## config.mk

```make
export PLATFORM = sky130hd
export DESIGN_NAME = uoc_mode_ctrl
export DESIGN_NICKNAME = d
export VERILOG_FILES = /design/src/rtl/uoc_mode_pkg.sv /design/src/rtl/uoc_sat_ctr.sv /design/src/rtl/uoc_ratio_ge.sv /design/src/rtl/uoc_tag_stage.sv /design/src/rtl/uoc_mode_ctrl.sv
export SDC_FILE = /design/constraint.sdc
export NUM_CORES = 1
export LEC_CHECK = 0
export BUFFER_PORTS_ARGS = -buffer_cell sky130_fd_sc_hd__buf_2
export CORE_MARGIN = 2
export CORE_UTILIZATION = 58
export CTS_CLUSTER_DIAMETER = 120
export DETAILED_ROUTE_END_ITERATION = 10
export GPL_ROUTABILITY_DRIVEN = 1
export GPL_TIMING_DRIVEN = 0
export PLACE_DENSITY_LB_ADDON = 0.15
export SYNTH_ARGS = -nofsm -noshare
export SYNTH_HDL_FRONTEND = slang
export SYNTH_SLANG_ARGS = --single-unit
```

## constraint.sdc

```tcl
create_clock -name clk -period 3.1 [get_ports clk]
set_input_delay 0.62 -clock clk [delete_from_list [all_inputs] [get_ports clk]]
set_output_delay 0.62 -clock clk [all_outputs]
set_load 0.1 [all_outputs]
```

## src/rtl/uoc_mode_pkg.sv

```systemverilog
package uoc_mode_pkg;
   typedef enum logic [1:0] {
      UM_FILTER = 2'b00,
      UM_BUILD  = 2'b01,
      UM_FETCH  = 2'b10
   } uoc_mode_e;
endpackage

```

## src/rtl/uoc_sat_ctr.sv

```systemverilog
// Saturating up-counter with synchronous clear.
module uoc_sat_ctr #(
   parameter int W   = 8,
   parameter int MAX = 255
) (
   input  logic         clk,
   input  logic         rst_n,
   input  logic         clr,
   input  logic         inc,
   output logic [W-1:0] cnt
);
   localparam logic [W-1:0] LIM = W'(MAX);

   initial begin
      if (MAX < 1 || MAX > (2 ** W) - 1)
         $error("uoc_sat_ctr: MAX does not fit in W bits");
   end

   always_ff @(posedge clk) begin
      if (!rst_n)
         cnt <= '0;
      else if (clr)
         cnt <= '0;
      else if (inc && cnt != LIM)
         cnt <= cnt + 1'b1;
   end
endmodule

```

## src/rtl/uoc_ratio_ge.sv

```systemverilog
// Divider-free ratio compare. DIR=0: num >= MULT*den. DIR=1: MULT*den >= num.
module uoc_ratio_ge #(
   parameter int CNT_W = 8,
   parameter int MULT  = 4,
   parameter int DIR   = 0
) (
   input  logic [CNT_W-1:0] num,
   input  logic [CNT_W-1:0] den,
   output logic             hit
);
   localparam int MW = $clog2(MULT) + 1;
   localparam int PW = CNT_W + MW;
   localparam bit POW2 = ((MULT & (MULT - 1)) == 0);

   logic [PW-1:0] scaled;
   logic [PW-1:0] num_w;

   initial begin
      if (MULT < 1) $error("uoc_ratio_ge: MULT must be positive");
      if (DIR != 0 && DIR != 1) $error("uoc_ratio_ge: DIR must be 0 or 1");
   end

   assign num_w = PW'(num);

   generate
      if (POW2) begin : g_shift
         assign scaled = PW'(den) << $clog2(MULT);
      end else begin : g_mult
         assign scaled = PW'(den) * PW'(MULT);
      end
   endgenerate

   generate
      if (DIR == 0) begin : g_num_ge
         assign hit = (num_w >= scaled);
      end else begin : g_den_ge
         assign hit = (scaled >= num_w);
      end
   endgenerate
endmodule

```

## src/rtl/uoc_tag_stage.sv

```systemverilog
// Holds a tag probe for one cycle and resolves it against the probe result.
module uoc_tag_stage #(
   parameter int ID_W = 8
) (
   input  logic            clk,
   input  logic            rst_n,
   input  logic            req_vld,
   input  logic [ID_W-1:0] req_id,
   input  logic            tag_present,
   output logic            alloc_vld,
   output logic [ID_W-1:0] alloc_id,
   output logic            bupd_vld,
   output logic [ID_W-1:0] bupd_id
);
   logic            pend_vld;
   logic [ID_W-1:0] pend_id;

   always_ff @(posedge clk) begin
      if (!rst_n) begin
         pend_vld <= 1'b0;
         pend_id  <= '0;
      end else begin
         pend_vld <= req_vld;
         if (req_vld) pend_id <= req_id;
      end
   end

   assign alloc_vld = pend_vld && !tag_present;
   assign bupd_vld  = pend_vld &&  tag_present;
   assign alloc_id  = pend_id;
   assign bupd_id   = pend_id;
endmodule

```

## src/rtl/uoc_mode_ctrl.sv

```systemverilog
module uoc_mode_ctrl #(
   parameter int ID_W          = 8,
   parameter int CNT_W         = 8,
   parameter int BUILD_TIMEOUT = 64,
   parameter int ENTER_MULT    = 4,
   parameter int EXIT_MULT     = 2,
   parameter int MIN_FETCH     = 8,
   parameter int ACC_RUN       = 4
) (
   input  logic            clk,
   input  logic            rst_n,
   input  logic            look_vld,
   input  logic            look_built,
   input  logic [ID_W-1:0] look_id,
   input  logic            qual_ok,
   input  logic            tag_present,
   input  logic            mispredict,
   output logic [1:0]      mode,
   output logic            tchk_vld,
   output logic [ID_W-1:0] tchk_id,
   output logic            alloc_vld,
   output logic [ID_W-1:0] alloc_id,
   output logic            bupd_vld,
   output logic [ID_W-1:0] bupd_id,
   output logic            fetch_en,
   output logic            mbtb_en
);
   import uoc_mode_pkg::*;

   localparam int TMR_W = $clog2(BUILD_TIMEOUT + 1);
   localparam int ACC_W = $clog2(ACC_RUN + 1);
   localparam int CMAX  = (2 ** CNT_W) - 1;
   localparam logic [TMR_W-1:0] TMR_LIM = TMR_W'(BUILD_TIMEOUT);
   localparam logic [ACC_W-1:0] ACC_LIM = ACC_W'(ACC_RUN);
   localparam logic [CNT_W-1:0] MIN_F   = CNT_W'(MIN_FETCH);

   initial begin
      if (ENTER_MULT <= EXIT_MULT)
         $error("uoc_mode_ctrl: ENTER_MULT must exceed EXIT_MULT for hysteresis");
      if (MIN_FETCH < 1 || MIN_FETCH > CMAX)
         $error("uoc_mode_ctrl: MIN_FETCH out of counter range");
      if (BUILD_TIMEOUT < 1 || ACC_RUN < 1)
         $error("uoc_mode_ctrl: timeout and accuracy run must be positive");
   end

   uoc_mode_e        cur_q, nxt;
   logic [CNT_W-1:0] fedge, bedge;
   logic [TMR_W-1:0] btimer;
   logic [ACC_W-1:0] acc;
   logic             enter_hit, exit_hit, timed_out;
   logic             in_filter, in_build, in_fetch;
   logic             clr_cnt, clr_acc;

   assign in_filter = (cur_q == UM_FILTER);
   assign in_build  = (cur_q == UM_BUILD);
   assign in_fetch  = (cur_q == UM_FETCH);

   uoc_ratio_ge #(.CNT_W(CNT_W), .MULT(ENTER_MULT), .DIR(0)) u_enter (
      .num (fedge),
      .den (bedge),
      .hit (enter_hit)
   );

   uoc_ratio_ge #(.CNT_W(CNT_W), .MULT(EXIT_MULT), .DIR(1)) u_exit (
      .num (fedge),
      .den (bedge),
      .hit (exit_hit)
   );

   assign timed_out = (btimer >= TMR_LIM);

   always_comb begin
      nxt = cur_q;
      unique case (cur_q)
         UM_FILTER: if (qual_ok) nxt = UM_BUILD;
         UM_BUILD: begin
            if (timed_out)
               nxt = UM_FILTER;
            else if (enter_hit && fedge >= MIN_F)
               nxt = UM_FETCH;
         end
         UM_FETCH: if (mispredict || exit_hit) nxt = UM_FILTER;
         default: nxt = UM_FILTER;
      endcase
   end

   always_ff @(posedge clk) begin
      if (!rst_n) cur_q <= UM_FILTER;
      else        cur_q <= nxt;
   end

   assign clr_cnt = in_filter || (nxt == UM_FILTER);
   assign clr_acc = !in_fetch || (nxt != UM_FETCH);

   uoc_sat_ctr #(.W(CNT_W), .MAX(CMAX)) u_fedge (
      .clk (clk), .rst_n (rst_n), .clr (clr_cnt),
      .inc (look_vld && look_built), .cnt (fedge)
   );

   uoc_sat_ctr #(.W(CNT_W), .MAX(CMAX)) u_bedge (
      .clk (clk), .rst_n (rst_n), .clr (clr_cnt),
      .inc (look_vld && !look_built), .cnt (bedge)
   );

   uoc_sat_ctr #(.W(TMR_W), .MAX(BUILD_TIMEOUT)) u_btimer (
      .clk (clk), .rst_n (rst_n), .clr (clr_cnt),
      .inc (look_vld && in_build), .cnt (btimer)
   );

   uoc_sat_ctr #(.W(ACC_W), .MAX(ACC_RUN)) u_acc (
      .clk (clk), .rst_n (rst_n), .clr (clr_acc),
      .inc (look_vld && in_fetch), .cnt (acc)
   );

   assign tchk_vld = look_vld && !look_built && !in_filter;
   assign tchk_id  = look_id;

   uoc_tag_stage #(.ID_W(ID_W)) u_tag (
      .clk         (clk),
      .rst_n       (rst_n),
      .req_vld     (tchk_vld),
      .req_id      (look_id),
      .tag_present (tag_present),
      .alloc_vld   (alloc_vld),
      .alloc_id    (alloc_id),
      .bupd_vld    (bupd_vld),
      .bupd_id     (bupd_id)
   );

   assign mode     = cur_q;
   assign fetch_en = !in_fetch;
   assign mbtb_en  = !(in_fetch && acc == ACC_LIM);
endmodule

```

After elaboration in Yosys (flattened, before gate mapping):

Cells that the tools add are included.

* word-level logic and storage cells: 54
* bits in registers: 37

* bitwise operators: 1
* order comparisons: 4
* eq/ne operators: 8
* muxes and demuxes: 5
* reductions and logical operators: 25
* $add $sub $neg: 4

Operators with widths (count)
* 8-bit by 1-bit adder with 8-bit output, second input constant: 2
* 8-bit != test, second input constant: 2
* 1-bit logical AND: 13
* 8-bit by 10-bit greater-or-equal comparator with 1-bit output: 1
* 9-bit by 8-bit greater-or-equal comparator with 1-bit output: 1
* 8-bit by 4-bit greater-or-equal comparator with 1-bit output, second input constant: 1
* 2-bit two-way mux: 4
* 7-bit by 1-bit adder with 7-bit output, second input constant: 1
* 7-bit greater-or-equal comparator, second input constant: 1
* 7-bit != test, second input constant: 1
* 2-bit case mux with 3 select lines: 1
* 1-bit logical NOT: 5
* 2-bit logical NOT: 2
* 2-bit OR reduction: 2
* 3-bit by 1-bit adder with 3-bit output, second input constant: 1
* 3-bit == test, second input constant: 1
* 1-bit logical OR: 3
* 3-bit != test, second input constant: 1
* 2-bit by 1-bit == test with 1-bit output, second input constant: 1
* 2-bit == test, second input constant: 1
* 2-bit != test, second input constant: 1
* 1-bit NOT: 1

Logic depth before layout (Yosys ltp):

* depth in word-level cells: 8
* depth in mapped cells: 8
* depth with buffers taken out: 7

Modules after synthesis:

From an unflattened synthesis, not the netlist that was laid out.

* cells, all modules: 268
* area, all modules: 2352.3 um^2

Modules (own cells, without submodules)
* uoc_sat_ctr at u_bedge ...: times used 2, area each 421.7 um^2, seq. area each 160.2 um^2, cells an instance 46
* uoc_tag_stage: times used 1, area each 401.6 um^2, seq. area each 180.2 um^2, cells an instance 37
* uoc_sat_ctr at u_btimer: times used 1, area each 350.3 um^2, seq. area each 140.1 um^2, cells an instance 42
* uoc_mode_ctrl: times used 1, area each 232.7 um^2, seq. area each 40.0 um^2, cells an instance 34
* uoc_ratio_ge at u_exit: times used 1, area each 182.7 um^2, seq. area each 0.0 um^2, cells an instance 25
* uoc_sat_ctr at u_acc: times used 1, area each 181.4 um^2, seq. area each 60.1 um^2, cells an instance 17
* uoc_ratio_ge at u_enter: times used 1, area each 160.2 um^2, seq. area each 0.0 um^2, cells an instance 21

Worst setup path after synthesis:

OpenSTA, ideal clock, no wires.

* path type: flip-flop to output port
* start: register cur_q[1], in the netlist mode[1]
* end: output port mbtb_en
* data arrival time: 2.184 ns
* cell stages (with the launch flop): 3
* buffers on the path: 0
* slack: 0.296 ns
* cell sequence: dfxtp_1 > nor2b_1 > nand3_1

* word-level cells in the longest chain between the ends: 3

RTL lines
* start, declared: line uoc_mode_ctrl.sv:46 `uoc_mode_e cur_q, nxt;`
* start signal, assigned: line uoc_mode_ctrl.sv:89 `else cur_q <= nxt;`
* 2-bit == test: line uoc_mode_ctrl.sv:56 `assign in_fetch = (cur_q == UM_FETCH);`
* 1-bit logical AND: line uoc_mode_ctrl.sv:132 `assign mbtb_en = !(in_fetch && acc == ACC_LIM);`
* 1-bit logical NOT: line uoc_mode_ctrl.sv:132
* end, declared: line uoc_mode_ctrl.sv:26 `output logic mbtb_en`

Every way passes these cells.

Worst setup path after layout:

* start: input port look_built
* end: output port tchk_vld

* word-level cells in the longest chain between the ends: 3

RTL lines
* start, declared: line uoc_mode_ctrl.sv:13 `input logic look_built,`
* 1-bit logical NOT: line uoc_mode_ctrl.sv:115 `assign tchk_vld = look_vld && !look_built && !in_filter;`
* 1-bit logical AND (2 in series): line uoc_mode_ctrl.sv:115
* end, declared: line uoc_mode_ctrl.sv:19 `output logic tchk_vld,`

Every way passes these cells.

==> impl_metrics.csv <==
group,metric,value,unit
yosys,postSynthCellCount,237,
timing,drv_slew,0,
grt,antenna_found_initial,0,
critical_path,crit_top_cell,"buf_2",
run,drv_cap,0,
yosys,syn_area,0.00216,mm²
critical_path,rr_worst_depth,8,
critical_path,crit_required,2.48,ns
grt,grt_util_all_layers,0.212,
critical_path,worstPathArrival,1.77,ns
grt,grt_pass1_vias,1511,
critical_path,path_class,"input port to primary output",
clocking,cts.path.max_buffers,2,
pwr,comb_power_share,0.164,
routing,drt_iter0_drc,62,
grt,grt_pass1_wl,6.88,mm
clocking,path_clk_slew,0.07,ns
pwr,p_sw_frac,0.274,
yosys,synth_fp_nets,272,
pwr,p_total,1.17,mW
timing,layout_setup_ws,0.706,ns
placed_design,hpwlAfterDp,3.21,mm
min_path,hold_start,"u_tag.alloc_id[0]",
timing,min_period_over_period,0.772,
pwr,vdd_drop_max,346,µV
placed_design,gp_congestion,0.779,
routing,post_drt_wl_per_cell,12.1,µm
clocking,cts_root_buffer,"clkbuf_8",
floorplanning,die_x,65.1,µm
floorplanning,core,0.00363,mm²
routing,vias_per_cell,4.93,
pwr,clkPwrFrac,0.418,
timing,finClkSkew,0.00970,ns
routing,dr.pass1.iters,4,
timing,max_freq,0.418,GHz
timing,setup-violations-final,0,
critical_path,reg2reg_to,"u_bedge.cnt[3]",
clocking,holdBufCountCts,0,
run_status,outcome,"finished, final reports clean",
yosys,async_reset_ff_frac,0,
yosys,synth_edf_count,0,
timing,rsz0062_at_grt,"false",
floorplanning,io_pins,46,
pwr,p_switching,0.320,mW
critical_path,r2r_start,"u_fedge.cnt[3]",
placed_design,pre_cts_ws,0.700,ns
critical_path,path_buf_inv,2,
timing,tightest_slew,0.490,ns
routing,num_vias,1668,
grt,grt_max_degree,13,
clocking,cts_tree,"built",
grt,grt_overflow,0,
clocking,cts_setup_buffers,0,
pwr,power.leakage,1.11,nW
layout,num_antenna_cells,0,
timing,final_hold_viol_count,0,
yosys,yosys_warnings,0,
pwr,seq_power_share,0.418,
yosys,yosysTopAreaCellShare,0.342,
critical_path,path_cells,"buf_2, nand2b_2, nor2_4, buf_2",
pwr,power.internal,0.847,mW
yosys,synth-seq-cells,37,
clocking,clk_latency,0.29,ns
min_path,hold_class,"flip-flop to flip-flop",
pwr,power_per_cell_area,452,mW/mm²
critical_path,crit_path_top_delay_cell,"buf_2",
placed_design,port_buffers,45,
floorplanning,die_h,65.1,µm
critical_path,slowest_delay,0.50,ns
critical_path,worstPathMaxFanout,10,
routing,drcViolationCount,0,
routing,finalWirelength,4.09,mm
yosys,ys_types,46,
clocking,numCtsBuffers,5,
floorplanning,initial_core_util,0.596,
min_path,whs_endpoint,"u_tag.alloc_id[0]",
layout,nNetsFinal,324,
critical_path,worst_setup_path_start_kind,"input port",
clocking,cts.sinks,37,
yosys,ys_seq_area_frac,0.342,
yosys,ys_top_cells_by_area,"dfxtp_1, ha_1, xnor2_1, nor2_1, buf_4",
yosys,syn_avg_cell_area,9.13,µm²
critical_path,path_delay_family,"buffers and inverters",
floorplanning,row_count,22,
min_path,hold_depth,2,
yosys,yosys_most_used_dff,"dfxtp_1",
yosys,yosysTopAreaCell,"dfxtp_1",
floorplanning,dieArea,0.00424,mm²
timing,slew-limit-headroom,0.676,
timing,final.min_clock_period,2.39,ns
timing,finalSetupTns,0,ns
layout,drive_gt1_frac,0.286,
clocking,htreeDepth,2,
clocking,ctsResizeCount,0,
critical_path,end_kind,"primary output",
layout,area_growth,19.4,%
critical_path,rrSetupSlack,0.97,ns
routing,ant_nets,0,
worst register-to-register path, stage by stage, from the launching register on:
cell,delay [ns]
dfxtp_1,0.48
inv_1,0.13
ha_1,0.29
o211ai_1,0.07
a21oi_1,0.19
o221ai_2,0.14
a31oi_2,0.33
buf_2,0.30
nor2_1,0.08
worst max path at each step:
stage / start / endpoint / slack [ns] / cells after the start
after floorplan: mode[1] / mbtb_en / 0.30 / 2
after global placement: look_built / tchk_vld / 0.70 / 4
after detailed placement: look_built / tchk_vld / 0.70 / 4
after CTS: look_built / tchk_vld / 0.70 / 4
after global routing: look_built / tchk_vld / 0.66 / 4
final: look_built / tchk_vld / 0.71 / 4
metrics by stage:
stage	utilization	cell area (µm²)	hold slack, ns	std cells
final	0.711	2580	0.536	338
after global routing	0.711	2580	0.550	338
after CTS	0.711	2580	0.540	338
after detailed placement	0.674	2450	0.526	330
after global placement	0.674	2450	0.513	330
after floorplan	-	2160	0.488	237
sequential cells by signal (all words and copies together), names as in the netlist:
| name | count |
|---|---|
| u_acc.cnt | 3 |
| u_bedge.cnt | 8 |
| u_tag.pend_vld | 1 |
| u_btimer.cnt | 7 |
| u_fedge.cnt | 8 |
| u_tag.alloc_id | 8 |
| mode | 2 |
Yosys cell counts, types with 3 or more instances:
cell type / number
nor3_1: 3
inv_1: 22
nand4_1: 5
mux2i_1: 11
nor2_1: 33
nand2_1: 9
xor2_1: 7
buf_4: 16
nand3_1: 7
ha_1: 20
nor4_1: 3
xnor2_1: 15
nor2b_1: 10
o21a_1: 3
dfxtp_1: 37
power groups by stage:
| stage | clock network (mW) | logic (mW) | registers, mW |
|---|---|---|---|
| finish | 0.487 | 0.192 | 0.488 |
| global route | 0.513 | 0.201 | 0.489 |
| CTS | 0.497 | 0.193 | 0.488 |
| detailed placement | 0 | 0.192 | 0.499 |
| global placement | 0 | 0.191 | 0.498 |
| floorplan | 0 | 0.125 | 0.532 |
cell families after synthesis:
| kind of cell | share of synthesized area |
|---|---|
| xor+xnor | 0.0890 |
| compound gates | 0.0705 |
| fa+ha+maj | 0.116 |
| flops | 0.342 |
| buf+inv | 0.105 |
| simple gates | 0.227 |
| mux | 0.0509 |
cell type report:
| class | instances | area, µm² |
|---|---|---|
| multi-input combinational | 158 | 1200 |
| fill | 298 | 1050 |
| sequential | 37 | 741 |
| timing repair buffer | 45 | 225 |
| buffer | 20 | 145 |
| inverter | 22 | 82.6 |
| clock buffer | 5 | 68.8 |
| clock inverter | 3 | 65.1 |
| tap | 48 | 60.1 |
metal layers:
| layer | GRT usage | wire [µm] | vias up |
|---|---|---|---|
| met5 | 0 | 0 | - |
| met4 | 0.0703 | 55 | 0 |
| met3 | 0.0582 | 260 | 5 |
| met2 | 0.376 | 1940 | 43 |
| met1 | 0.247 | 1830 | 733 |
| li1 | - | - | 887 |
placed cells by master (no fill, tap or decap), types with 2 or more instances in the layout:
cell type / instances
nand4_1: 5
and3_1: 2
buf_4: 16
inv_1: 22
bufinv_16: 2
mux2i_1: 11
buf_2: 47
a21oi_1: 2
ha_1: 20
clkbuf_8: 5
nand3_1: 7
nand2_1: 9
nor3_1: 3
nor4_1: 3
and2_1: 2
xor2_1: 7
nor2b_1: 10
o211ai_1: 2
o21a_1: 3
xnor2_1: 15
dfxtp_1: 37
nor2_1: 33
Note: power is estimated with default switching activity, not from simulation.
